<file path="src/rtl/rbs_tx_insert.sv">
module rbs_tx_insert #(
  parameter int NUM_CH = 24,
  parameter int FRAMES = 24,
  parameter int BYTE_W = 8
) (
  input  logic              clk,
  input  logic              rst_n,
  input  logic              wr_en,
  input  logic [3:0]        wr_addr,
  input  logic [7:0]        wr_data,
  input  logic              flag_clr,
  input  logic [BYTE_W-1:0] ch_byte_in,
  input  logic [4:0]        frame_num,
  input  logic [4:0]        chan_num,
  input  logic              mf_strobe,
  input  logic              esf_mode,
  input  logic              ins_en,
  output logic [BYTE_W-1:0] ch_byte_out,
  output logic              tx_mf_flag
);
  localparam int RPG   = NUM_CH / 8;
  localparam int NREG  = 4 * RPG;
  localparam int SH_W  = 4 * NUM_CH;
  localparam int STEP  = FRAMES / 4;
  localparam int IDX_W = $clog2(SH_W);

  logic [7:0]      regs [NREG];
  logic [SH_W-1:0] reg_flat;
  logic [SH_W-1:0] shadow;
  logic [1:0]      sig_sel;
  logic            sig_hit;
  logic [IDX_W-1:0] sig_idx;
  logic            live;

  for (genvar r = 0; r < NREG; r++) begin : g_flat
    assign reg_flat[r*8 +: 8] = regs[r];
  end

  always_ff @(posedge clk or negedge rst_n) begin
    if (!rst_n) begin
      for (int r = 0; r < NREG; r++) regs[r] <= '0;
    end else if (wr_en && int'(wr_addr) < NREG) begin
      regs[wr_addr] <= wr_data;
    end
  end

  always_ff @(posedge clk or negedge rst_n) begin
    if (!rst_n)         shadow <= '0;
    else if (mf_strobe) shadow <= reg_flat;
  end

  always_comb begin
    sig_sel = 2'd0;
    sig_hit = 1'b0;
    if (int'(frame_num) == STEP) begin
      sig_sel = 2'd0; sig_hit = 1'b1;
    end else if (int'(frame_num) == 2*STEP) begin
      sig_sel = 2'd1; sig_hit = 1'b1;
    end else if (esf_mode && int'(frame_num) == 3*STEP) begin
      sig_sel = 2'd2; sig_hit = 1'b1;
    end else if (esf_mode && int'(frame_num) == 4*STEP) begin
      sig_sel = 2'd3; sig_hit = 1'b1;
    end
    if (int'(chan_num) >= NUM_CH) sig_hit = 1'b0;
  end

  assign sig_idx = IDX_W'(int'(sig_sel) * NUM_CH + int'(chan_num));

  always_ff @(posedge clk or negedge rst_n) begin
    if (!rst_n)
      ch_byte_out <= '0;
    else if (ins_en && sig_hit)
      ch_byte_out <= {ch_byte_in[BYTE_W-1:1], shadow[sig_idx]};
    else
      ch_byte_out <= ch_byte_in;
  end

  always_ff @(posedge clk or negedge rst_n) begin
    if (!rst_n)         tx_mf_flag <= 1'b0;
    else if (mf_strobe) tx_mf_flag <= 1'b1;
    else if (flag_clr)  tx_mf_flag <= 1'b0;
  end

  always_ff @(posedge clk or negedge rst_n) begin
    if (!rst_n) live <= 1'b0;
    else        live <= 1'b1;
  end

  assert_upper_pass_R7: assert property (@(posedge clk) disable iff (!rst_n)
    live |-> ch_byte_out[BYTE_W-1:1] == $past(ch_byte_in[BYTE_W-1:1]));

  assert_disabled_pass_R6: assert property (@(posedge clk) disable iff (!rst_n)
    (live && !$past(ins_en)) |-> ch_byte_out == $past(ch_byte_in));

  assert_d4_skip_R5: assert property (@(posedge clk) disable iff (!rst_n)
    (live && !$past(esf_mode) && ($past(frame_num) == 5'(3*STEP) || $past(frame_num) == 5'(4*STEP)))
      |-> ch_byte_out == $past(ch_byte_in));

  assert_shadow_hold_R3: assert property (@(posedge clk) disable iff (!rst_n)
    (live && !$past(mf_strobe)) |-> $stable(shadow));

  assert_flag_set_R8: assert property (@(posedge clk) disable iff (!rst_n)
    (live && $past(mf_strobe)) |-> tx_mf_flag);

  assert_flag_rise_R8: assert property (@(posedge clk) disable iff (!rst_n)
    (live && $rose(tx_mf_flag)) |-> $past(mf_strobe));

endmodule

</file>
<file path="config.mk">
export PLATFORM = sky130hd
export DESIGN_NAME = rbs_tx_insert
export DESIGN_NICKNAME = d
export VERILOG_FILES = /design/src/rtl/rbs_tx_insert.sv
export SDC_FILE = /design/constraint.sdc
export NUM_CORES = 1
export LEC_CHECK = 0
export BUFFER_PORTS_ARGS = -buffer_cell sky130_fd_sc_hd__buf_2
export CORE_MARGIN = 4
export CORE_UTILIZATION = 40
export DETAILED_ROUTE_END_ITERATION = 10
export SKIP_CTS_REPAIR_TIMING = 1
export SLEW_MARGIN = 15
export SYNTH_ARGS = -nofsm -noshare
export SYNTH_HDL_FRONTEND = slang
export SYNTH_SLANG_ARGS = --single-unit
</file>
<file path="constraint.sdc">
create_clock -name clk -period 3.1 [get_ports clk]
set_input_delay 0.62 -clock clk [delete_from_list [all_inputs] [get_ports clk]]
set_output_delay 0.62 -clock clk [all_outputs]
set_load 0.03 [all_outputs]
</file>
==> results of run 1 <==
## kinds of logic after synthesis
family                     Yosys count  synth area share [%]
xor gates and xnor gates             2                0.2062
and+or+nand+nor                     51                 3.270
muxes                              222                 32.74
buffers and inverters               37                 2.518
adders and majority gates            5                0.8248
AOI/OAI and AO/OA                   12                 1.237
DFF                                201                 59.20
## layout make-up
class,count,area (um2),area share [%]
sequential,201,5030,51.73
multi-input combinational,292,3252,33.44
clock buffer,33,663.1,6.820
timing repair buffer,55,361.6,3.719
tap,275,344.1,3.539
clock inverter,6,57.56,0.5919
inverter,4,15.01,0.1544
## critical path, delay by kind of cell
family | cells | cell delay, ps
buffers and inverters | 1 | 100
AOI/OAI and AO/OA | 3 | 470
adders and majority gates | 2 | 880
and+or+nand+nor | 4 | 810
## report_power, final
part	internal, mW	leakage, nW	switching (mW)
clock network	1.56	0.355	1.01
registers	3.27	2.46	0.314
logic	0.703	1.49	0.432
total	5.53	4.31	1.76
## per-stage QoR
step / setup WS, ps / hold slack (ps)
global placement: 240.2 / 458.4
global route: 441.0 / 189.8
floorplan: 412.3 / 324.4
finish: 598.6 / 155.3
detailed placement: 94.38 / 473.5
CTS: 626.2 / 173.7
## layer usage
layer,routed length (um),share of wire (%),vias up,track usage [%]
met5,0,0,-,0
met4,202,1.1,0,2.902
met3,715,4.0,17,2.449
met2,8720,48,83,25.86
met1,8367,46,2476,22.79
li1,-,-,2022,-
## worst max-delay path by stage
stage                 startpoint              to  slack, ps  depth (start not counted)
floorplan           frame_num[2]  ch_byte_out[0]        410                          9
global placement    frame_num[2]  ch_byte_out[0]        240                         10
detailed placement  frame_num[2]  ch_byte_out[0]         90                         10
CTS                 frame_num[2]  ch_byte_out[0]        630                         10
global route        frame_num[2]  ch_byte_out[0]        440                         10
finish              frame_num[2]  ch_byte_out[0]        600                         10
## cells in the final DEF, fill, tap and decap left out, drive strengths merged, types with 3 or more instances in the layout
cell type  instances
mux2i              6
nand4              4
mux2             192
nand2b             8
clkinv             4
inv                4
ha                 4
buf               54
nand2              5
clkbuf            34
nand3              6
nor3               3
dfrtp            201
nor2              12
mux4              24
nand3b             7
## flip-flops by register name (all words and copies together) (netlist names)
| name | count |
|---|---|
| reg_flat | 96 |
| ch_byte_out | 8 |
| shadow | 96 |
| tx_mf_flag | 1 |
==> flow_summary.json, run 1 <==
{
  "status": "complete, no violations",
  "ys_seq_elements": 201,
  "max_cap_violations": 0,
  "cp_cell_sequence": "buf_2 -> nand3b_1 -> nor3_1 -> ha_1 -> fa_1 -> and2b_1 -> a22oi_1 -> a31oi_1 -> o211ai_2 -> nand4_1",
  "numCtsBuffers": 22,
  "grt_usage_pct": 15.80,
  "synth_seq_area_share_pct": 59.20,
  "synth_warnings": 0,
  "async_flop_share_pct": 100.0,
  "grt_pass1_vias": 5135,
  "first_pass_iters": 5,
  "start_util_pct": 40.54,
  "fmax_mhz": 399.8,
  "arrival_ps": 2880,
  "regToRegSetupSlack_ps": 1400,
  "routabilityCongestion": 0.7914,
  "grt_max_degree": 85,
  "drt-total-wl_mm": 18.01,
  "p_per_area_nw_per_um2": 749.5,
  "critPathCaptureType": "flip-flop",
  "dpl_cell_area_um2": 9002,
  "clockBufferDepth": 3,
  "antenna_found_initial": 0,
  "synth_area_leaders": "dfrtp_1, mux2_2, mux4_2",
  "insertion_delay_ps": 500,
  "finalSetupViolations": 0,
  "timing.setup.tns_ps": 0,
  "synth_ff_type": "dfrtp_1",
  "hold_viol_final": 0,
  "final_util_pct": 46.40,
  "row_count": 53,
  "fin_crit_sh_pct": 80.69,
  "slew_violations": 0,
  "boundaryPins": 46,
  "cts_tree": "yes",
  "p_total_mw": 7.287,
  "period_minus_slack_ps": 2501,
  "criticalPathCategory": "input port to flip-flop",
  "io_buffers": 45,
  "slowest_delay_ps": 560,
  "clock_skew_ps": 11.95,
  "syn_nets": 572,
  "hpwl_mm": 11.37,
  "drtAntennaViolNets": 0,
  "grt_setup_unrepaired": "no",
  "vdd_drop_max_v": 0.0003712,
  "avgSynthCellArea_um2": 16.03,
  "vias": 4598,
  "tightest_slew_ps": 755.5,
  "r2r_cells": 5,
  "n_antenna_cell": 0,
  "core_area_um2": 20960,
  "max_slew_margin_pct": 49.44,
  "dieHeight_um": 153.7,
  "synth_area_um2": 8496,
  "r2r_start": "shadow[61]",
  "cts.sinks": 201,
  "p_leak_nw": 4.309,
  "yosysMostFrequentCell": "dfrtp_1",
  "startpoint_type": "input port",
  "design_area_um2": 9723,
  "min_path_type": "input port to asynchronous set/reset pin",
  "dpl.cell_count": 827,
  "wl_per_cell_um": 20.79,
  "layout-drive-gt1-share_pct": 51.44,
  "grt_first_pass_wirelength_mm": 29.59,
  "cts_root_buffer": "clkbuf_16",
  "synth_cell_types": 37,
  "cp_max_fo": 3,
  "vias_per_cell": 5.309,
  "synth_edf_count": 0,
  "yosysTopAreaCellShare_pct": 59.20,
  "cp.required_ps": 3480,
  "drc_errors": 0,
  "cts_max_level": 1,
  "syn_inst": 530,
  "synth_top_cell_by_area": "dfrtp_1",
  "dieWidth_um": 153.7,
  "yosys-top-cells-count": "dfrtp_1, mux2_2, clkbuf_1, mux4_2, nor2_1",
  "cpMaxStageDelayCell": "fa_1",
  "nFillCells": 1858,
  "finalNonFillerCells": 866,
  "syn_to_final_growth_pct": 14.45,
  "path_clk_slew_ps": 60,
  "dr.first_iter.drc_count": 170,
  "layout.nets": 618,
  "grt_overflow": 0,
  "reg2reg_to": "ch_byte_out[0]",
  "dieArea_um2": 23630
}
Note: power is estimated with default switching activity, not from simulation.
==> run 2, diff against run 1 <==
Clock period 3.1 ns to 2.5 ns, I/O delays scaled along.
==> run 2 against run 1 <==
Clock power rose by 36%; total power rose by 29%; core utilization rose by 1.1 points; first-iteration DRC count rose by 9.4%; critical endpoint unchanged; sequential power rose by 24%; largest power group unchanged; worst setup slack got worse by 460 ps; clock-buffer cell count fell by 4.
==> flow_summary.json, run 2 (synthesis gave the netlist of run 1 again) <==
{
  "status": "complete, no violations",
  "max_cap_violations": 0,
  "row_count": 53,
  "core_area_um2": 20960,
  "max_slew_margin_pct": 57.72,
  "layout_commonest_cell": "dfrtp_1",
  "startpoint_type": "input port",
  "design_area_um2": 9957,
  "dieHeight_um": 153.7,
  "slew_violations": 0,
  "layout.nets": 634,
  "hold_depth": 1,
  "routabilityCongestion": 0.7441,
  "comb_power_share_pct": 15.4,
  "worst-path-buf-inv": 1,
  "vdd_drop_max_v": 0.0006518,
  "vias_per_cell": 5.255,
  "place_ws_ps": -344.6,
  "wl_per_cell_um": 20.23,
  "finalSetupViolations": 0,
  "drtAntennaViolNets": 0,
  "dr.first_iter.drc_count": 186,
  "regToRegSetupSlack_ps": 790,
  "grt_max_degree": 98,
  "hold_start": "ch_byte_in[3]",
  "cp_max_fo": 4,
  "cts_max_level": 1,
  "start_util_pct": 40.54,
  "cpMaxStageDelayCell": "fa_1",
  "dpl_cell_area_um2": 9133,
  "p_sw_share_pct": 23.38,
  "final_cell_mix": "dfrtp_1, mux2_2, buf_2",
  "drc_errors": 0,
  "cts.sinks": 201,
  "cts_tree": "yes",
  "reg2reg_to": "ch_byte_out[0]",
  "clockBufferDepth": 3,
  "worstHoldEndpoint": "ch_byte_out[3]",
  "dieWidth_um": 153.7,
  "p_per_area_nw_per_um2": 943.9,
  "grt_usage_pct": 15.41,
  "tightest_slew_ps": 632.8,
  "first_pass_iters": 4,
  "io_buffers": 45,
  "path_clk_slew_ps": 60,
  "layout-drive-gt1-share_pct": 53.71,
  "boundaryPins": 46,
  "numCtsBuffers": 22,
  "grt_overflow": 0,
  "period_minus_slack_ps": 2362,
  "arrival_ps": 2740,
  "p_total_mw": 9.398,
  "critPathCaptureType": "flip-flop",
  "cp.required_ps": 2880,
  "antenna_found_initial": 0,
  "r2r_cells": 5,
  "intPower_mw": 7.201,
  "cp_cell_sequence": "buf_2 -> nand3b_1 -> nand2_1 -> and3_1 -> ha_4 -> fa_1 -> and2b_1 -> a22oi_1 -> a31oi_1 -> o211ai_2 -> nand4_1",
  "dieArea_um2": 23630,
  "slowest_delay_ps": 600,
  "clock_skew_ps": 16.95,
  "criticalPathCategory": "input port to flip-flop",
  "p_seq_share_pct": 47.4,
  "hold_viol_final": 0,
  "syn_to_final_growth_pct": 17.20,
  "p_leak_nw": 4.443,
  "grt_setup_unrepaired": "no",
  "r2r_start": "shadow[63]",
  "insertion_delay_ps": 500,
  "nFillCells": 1840,
  "p_sw_mw": 2.197,
  "cts_root_buffer": "clkbuf_16",
  "grt_pass1_vias": 5118,
  "hpwl_mm": 11.55,
  "vias": 4635,
  "min_path_type": "input port to flip-flop",
  "fmax_mhz": 423.3,
  "setup_ws_ps": 137.7,
  "grt_first_pass_wirelength_mm": 28.75,
  "pwr-share-clk_pct": 37.3,
  "fin_crit_sh_pct": 94.49,
  "drt-total-wl_mm": 17.85,
  "cpLargestDelayFamily": "simple AND/OR/NAND/NOR gates",
  "n_antenna_cell": 0
}
## run 2: changes by cell type in the layout (fill, tap and decap cells not counted), sizes merged
cell,before,now
clkinv,4,6
bufinv,1,4
dlygate4sd3,0,1
buf,54,69
clkbuf,34,30
clkinvlp,1,0
## run 2: routing by layer
metal | up-vias | routed length, um | part of all wire [%] | global-route usage (%)
li1 | 2061 | - | - | -
met3 | 36 | 545 | 3.1 | 2.364
met4 | 0 | 415 | 2.3 | 4.373
met2 | 69 | 8613 | 48 | 24.92
met1 | 2469 | 8271 | 46 | 21.82
met5 | - | 0 | 0 | 0
## run 2: cell type report
| type | instances | area [um2] | share of cell area, % |
|---|---|---|---|
| well taps | 275 | 344.1 | 3.456 |
| clock buffers | 29 | 658.1 | 6.610 |
| clock inverters | 10 | 150.1 | 1.508 |
| inverters | 4 | 15.01 | 0.1508 |
| flip-flops and latches | 201 | 5030 | 50.52 |
| multi-input cells | 292 | 3276 | 32.90 |
| repair buffers | 71 | 484.2 | 4.863 |
## run 2: per-stage QoR
stage	setup TNS [ps]	hold WS (ps)	utilization [%]	std cells
2_1_floorplan	-52.01	204.4	-	530
3_3_place_gp	-236.4	459.3	43.58	842
6_report	0	112.1	47.52	882
4_1_cts	0	-30.53	47.44	881
5_1_grt	0	85.57	47.52	882
3_5_place_dp	-344.6	469.0	43.58	842
## run 2: power by group through the flow
stage               clock [mW]  sequential, mW  combinational, mW
detailed placement           0            4.51               1.47
global placement             0            4.45               1.40
finish                    3.50            4.45               1.44
CTS                       3.59            4.45               1.47
global route              3.76            4.55               1.58
floorplan                    0            4.36               1.09
## run 2: worst max-delay path by stage
stage	from	endpoint	slack, ps	cells after the start
5_1_grt	frame_num[2]	ch_byte_out[0]	7	10
6_report	frame_num[2]	ch_byte_out[0]	140	11
2_1_floorplan	frame_num[2]	ch_byte_out[0]	-50	9
3_5_place_dp	frame_num[2]	ch_byte_out[0]	-340	10
4_1_cts	frame_num[2]	ch_byte_out[0]	190	10
3_3_place_gp	frame_num[2]	ch_byte_out[0]	-240	10
==> run 3, diff against run 2 <==
Settings changed: ABC_AREA set to 1.
==> run 3 against run 2 <==
The run now ends with hold timing left; critical path depth up 4; combinational power down 22%; clock skew down 3.0 ps; worst hold slack worse by 140 ps; maximum frequency up 19%; flip-flop and latch count unchanged; sequential share of layout area up 0.79 points; worst setup slack better by 370 ps; largest cell class unchanged; largest power group unchanged.
==> flow_summary.json, run 3 <==
{
  "cp.required_ps": 2930,
  "grt_overflow": 0,
  "syn_inst": 1010,
  "dr.first_iter.drc_count": 530,
  "arrival_ps": 2430,
  "layout_commonest_cell": "nand2_1",
  "p_total_mw": 8.676,
  "avgSynthCellArea_um2": 8.398,
  "reg2reg_to": "ch_byte_out[0]",
  "cts.sinks": 201,
  "critPathCaptureType": "flip-flop",
  "cts_tree": "yes",
  "start_util_pct": 40.48,
  "yosys-top-cells-count": "nand2_1, dfrtp_1, o21ai_0, nand3_1, inv_1",
  "r2r_cells": 10,
  "clock_skew_ps": 13.99,
  "numCtsBuffers": 23,
  "synth_edf_count": 0,
  "final_util_pct": 46.78,
  "insertion_delay_ps": 510,
  "hpwl_mm": 12.57,
  "nFillCells": 2143,
  "drtAntennaViolNets": 0,
  "synth_cell_types": 22,
  "ys_seq_elements": 201,
  "period_minus_slack_ps": 1992,
  "place_ws_ps": 11.24,
  "startpoint_type": "input port",
  "synth_warnings": 0,
  "antenna_found_initial": 0,
  "dieWidth_um": 153.6,
  "cts_root_buffer": "clkbuf_16",
  "routabilityCongestion": 0.7812,
  "timing.setup.tns_ps": 0,
  "row_count": 53,
  "fmax_mhz": 502.1,
  "tightest_slew_ps": 895.5,
  "fin_crit_sh_pct": 79.66,
  "vdd_drop_max_v": 0.0004025,
  "vias": 6547,
  "drt-total-wl_mm": 20.97,
  "finalSetupViolations": 0,
  "grt_usage_pct": 18.27,
  "setup_ws_ps": 508.5,
  "drc_errors": 0,
  "layout-drive-gt1-share_pct": 10.77,
  "status": "finished, violations left",
  "setup.worst_path.start": "frame_num[0]",
  "clockBufferDepth": 3,
  "p_per_area_nw_per_um2": 885.1,
  "syn_to_final_growth_pct": 15.58,
  "vias_per_cell": 4.875,
  "critical_path.endpoint": "ch_byte_out[0]",
  "synth_area_um2": 8482,
  "dieHeight_um": 153.6,
  "dieArea_um2": 23600,
  "regToRegSetupSlack_ps": 1190,
  "path_clk_slew_ps": 60,
  "async_flop_share_pct": 100.0,
  "max_cap_violations": 0,
  "layout.nets": 1093,
  "max_slew_margin_pct": 40.30,
  "synth_area_leaders": "dfrtp_1, nand2_1, o21ai_0",
  "yosysMostFrequentCell": "nand2_1",
  "slew_violations": 0,
  "first_pass_iters": 5,
  "hold_ws_ps": -26.24,
  "synth_seq_area_share_pct": 59.30,
  "failed_checks": "hold timing",
  "hold_viol_final": 7,
  "io_buffers": 45,
  "synth_ff_type": "dfrtp_1",
  "r2r_start": "shadow[5]",
  "syn_nets": 1052,
  "yosysTopAreaCellShare_pct": 59.30,
  "n_antenna_cell": 0,
  "grt_first_pass_wirelength_mm": 34.99,
  "criticalPathCategory": "input port to flip-flop",
  "cp_max_fo": 2,
  "p_leak_nw": 4.992,
  "boundaryPins": 46,
  "wl_per_cell_um": 15.62,
  "grt_setup_unrepaired": "no",
  "grt_pass1_vias": 6424,
  "final_cell_mix": "nand2_1, dfrtp_1, o21ai_0",
  "min_path_type": "input port to asynchronous set/reset pin",
  "core_area_um2": 20960,
  "synth_top_cell_by_area": "dfrtp_1",
  "cts_max_level": 1,
  "grt_max_degree": 80
}
==> run 3: changes by cell type after synthesis, sizes merged, moves of 15 or more <==
cell / previous run / this run
nor2: 12 / 27
nand3: 6 / 89
o21ai: 0 / 104
nand2: 5 / 462
inv: 4 / 47
mux2: 192 / 0
mux4: 24 / 0
==> run 3: where the power goes <==
| group | internal [mW] | leakage, nW | total (mW) | switching, mW |
|---|---|---|---|---|
| combinational | 0.429 | 2.11 | 1.13 | 0.703 |
| clock | 2.05 | 0.379 | 3.34 | 1.29 |
| sequential | 3.89 | 2.51 | 4.20 | 0.309 |
==> run 3: worst min-delay path by stage <==
stage / from / to / slack [ps]
after floorplan: rst_n / ch_byte_out[0] / 200
after global placement: shadow[62] / shadow[62] / 450
after detailed placement: reg_flat[18] / shadow[18] / 460
after CTS: rst_n / reg_flat[28] / -2
after global routing: rst_n / reg_flat[78] / 10
final: rst_n / reg_flat[78] / -30
==> run 3: metal layers <==
metal | global-route usage, % | vias up | part of all wire [%] | routed length (um)
li1 | - | 3270 | - | -
met1 | 26.63 | 3130 | 48 | 10130
met2 | 28.81 | 109 | 45 | 9478
met3 | 2.674 | 38 | 3.9 | 820
met4 | 4.920 | 0 | 2.6 | 539
met5 | 0 | - | 0 | 0
==> run 3: final cells by class <==
type	count	area [um2]	area share [%]
flip-flops and latches	201	5030	51.31
multi-input cells	709	3009	30.70
clock buffers	34	666.9	6.803
repair buffers	67	474.2	4.837
well taps	275	344.1	3.510
inverters	49	185.2	1.889
clock inverters	8	93.84	0.9572
==> run 3: per-stage QoR <==
stage	instance area, um2	std cells
6_report	9803	1343
5_1_grt	9803	1343
4_1_cts	9803	1343
3_5_place_dp	9042	1301
3_3_place_gp	9042	1301
2_1_floorplan	8482	1010
==> run 3: cells by family (layout without fill, tap and decap cells) <==
family	after synthesis	in the layout	share of synthesized area [%]
flip-flops	201	201	59.30
XOR/XNOR	2	2	0.2066
buffers and inverters	100	158	5.222
adder cells (fa/ha/maj)	5	5	0.8261
AO/OA/AOI/OAI	120	120	7.125
AND/OR/NAND/NOR	582	582	27.32
==> run 3: worst max-delay path, cell delays in order <==
cell     delay, ps
buf_2          100
nor2_1          90
nand2_1         70
o21ai_0         70
inv_1           70
nor2_1         130
ha_1           280
fa_1           410
xnor2_1        210
inv_1           80
nor2_1         100
nand3_1         90
nand2_1         70
inv_2           30
a21oi_2        110
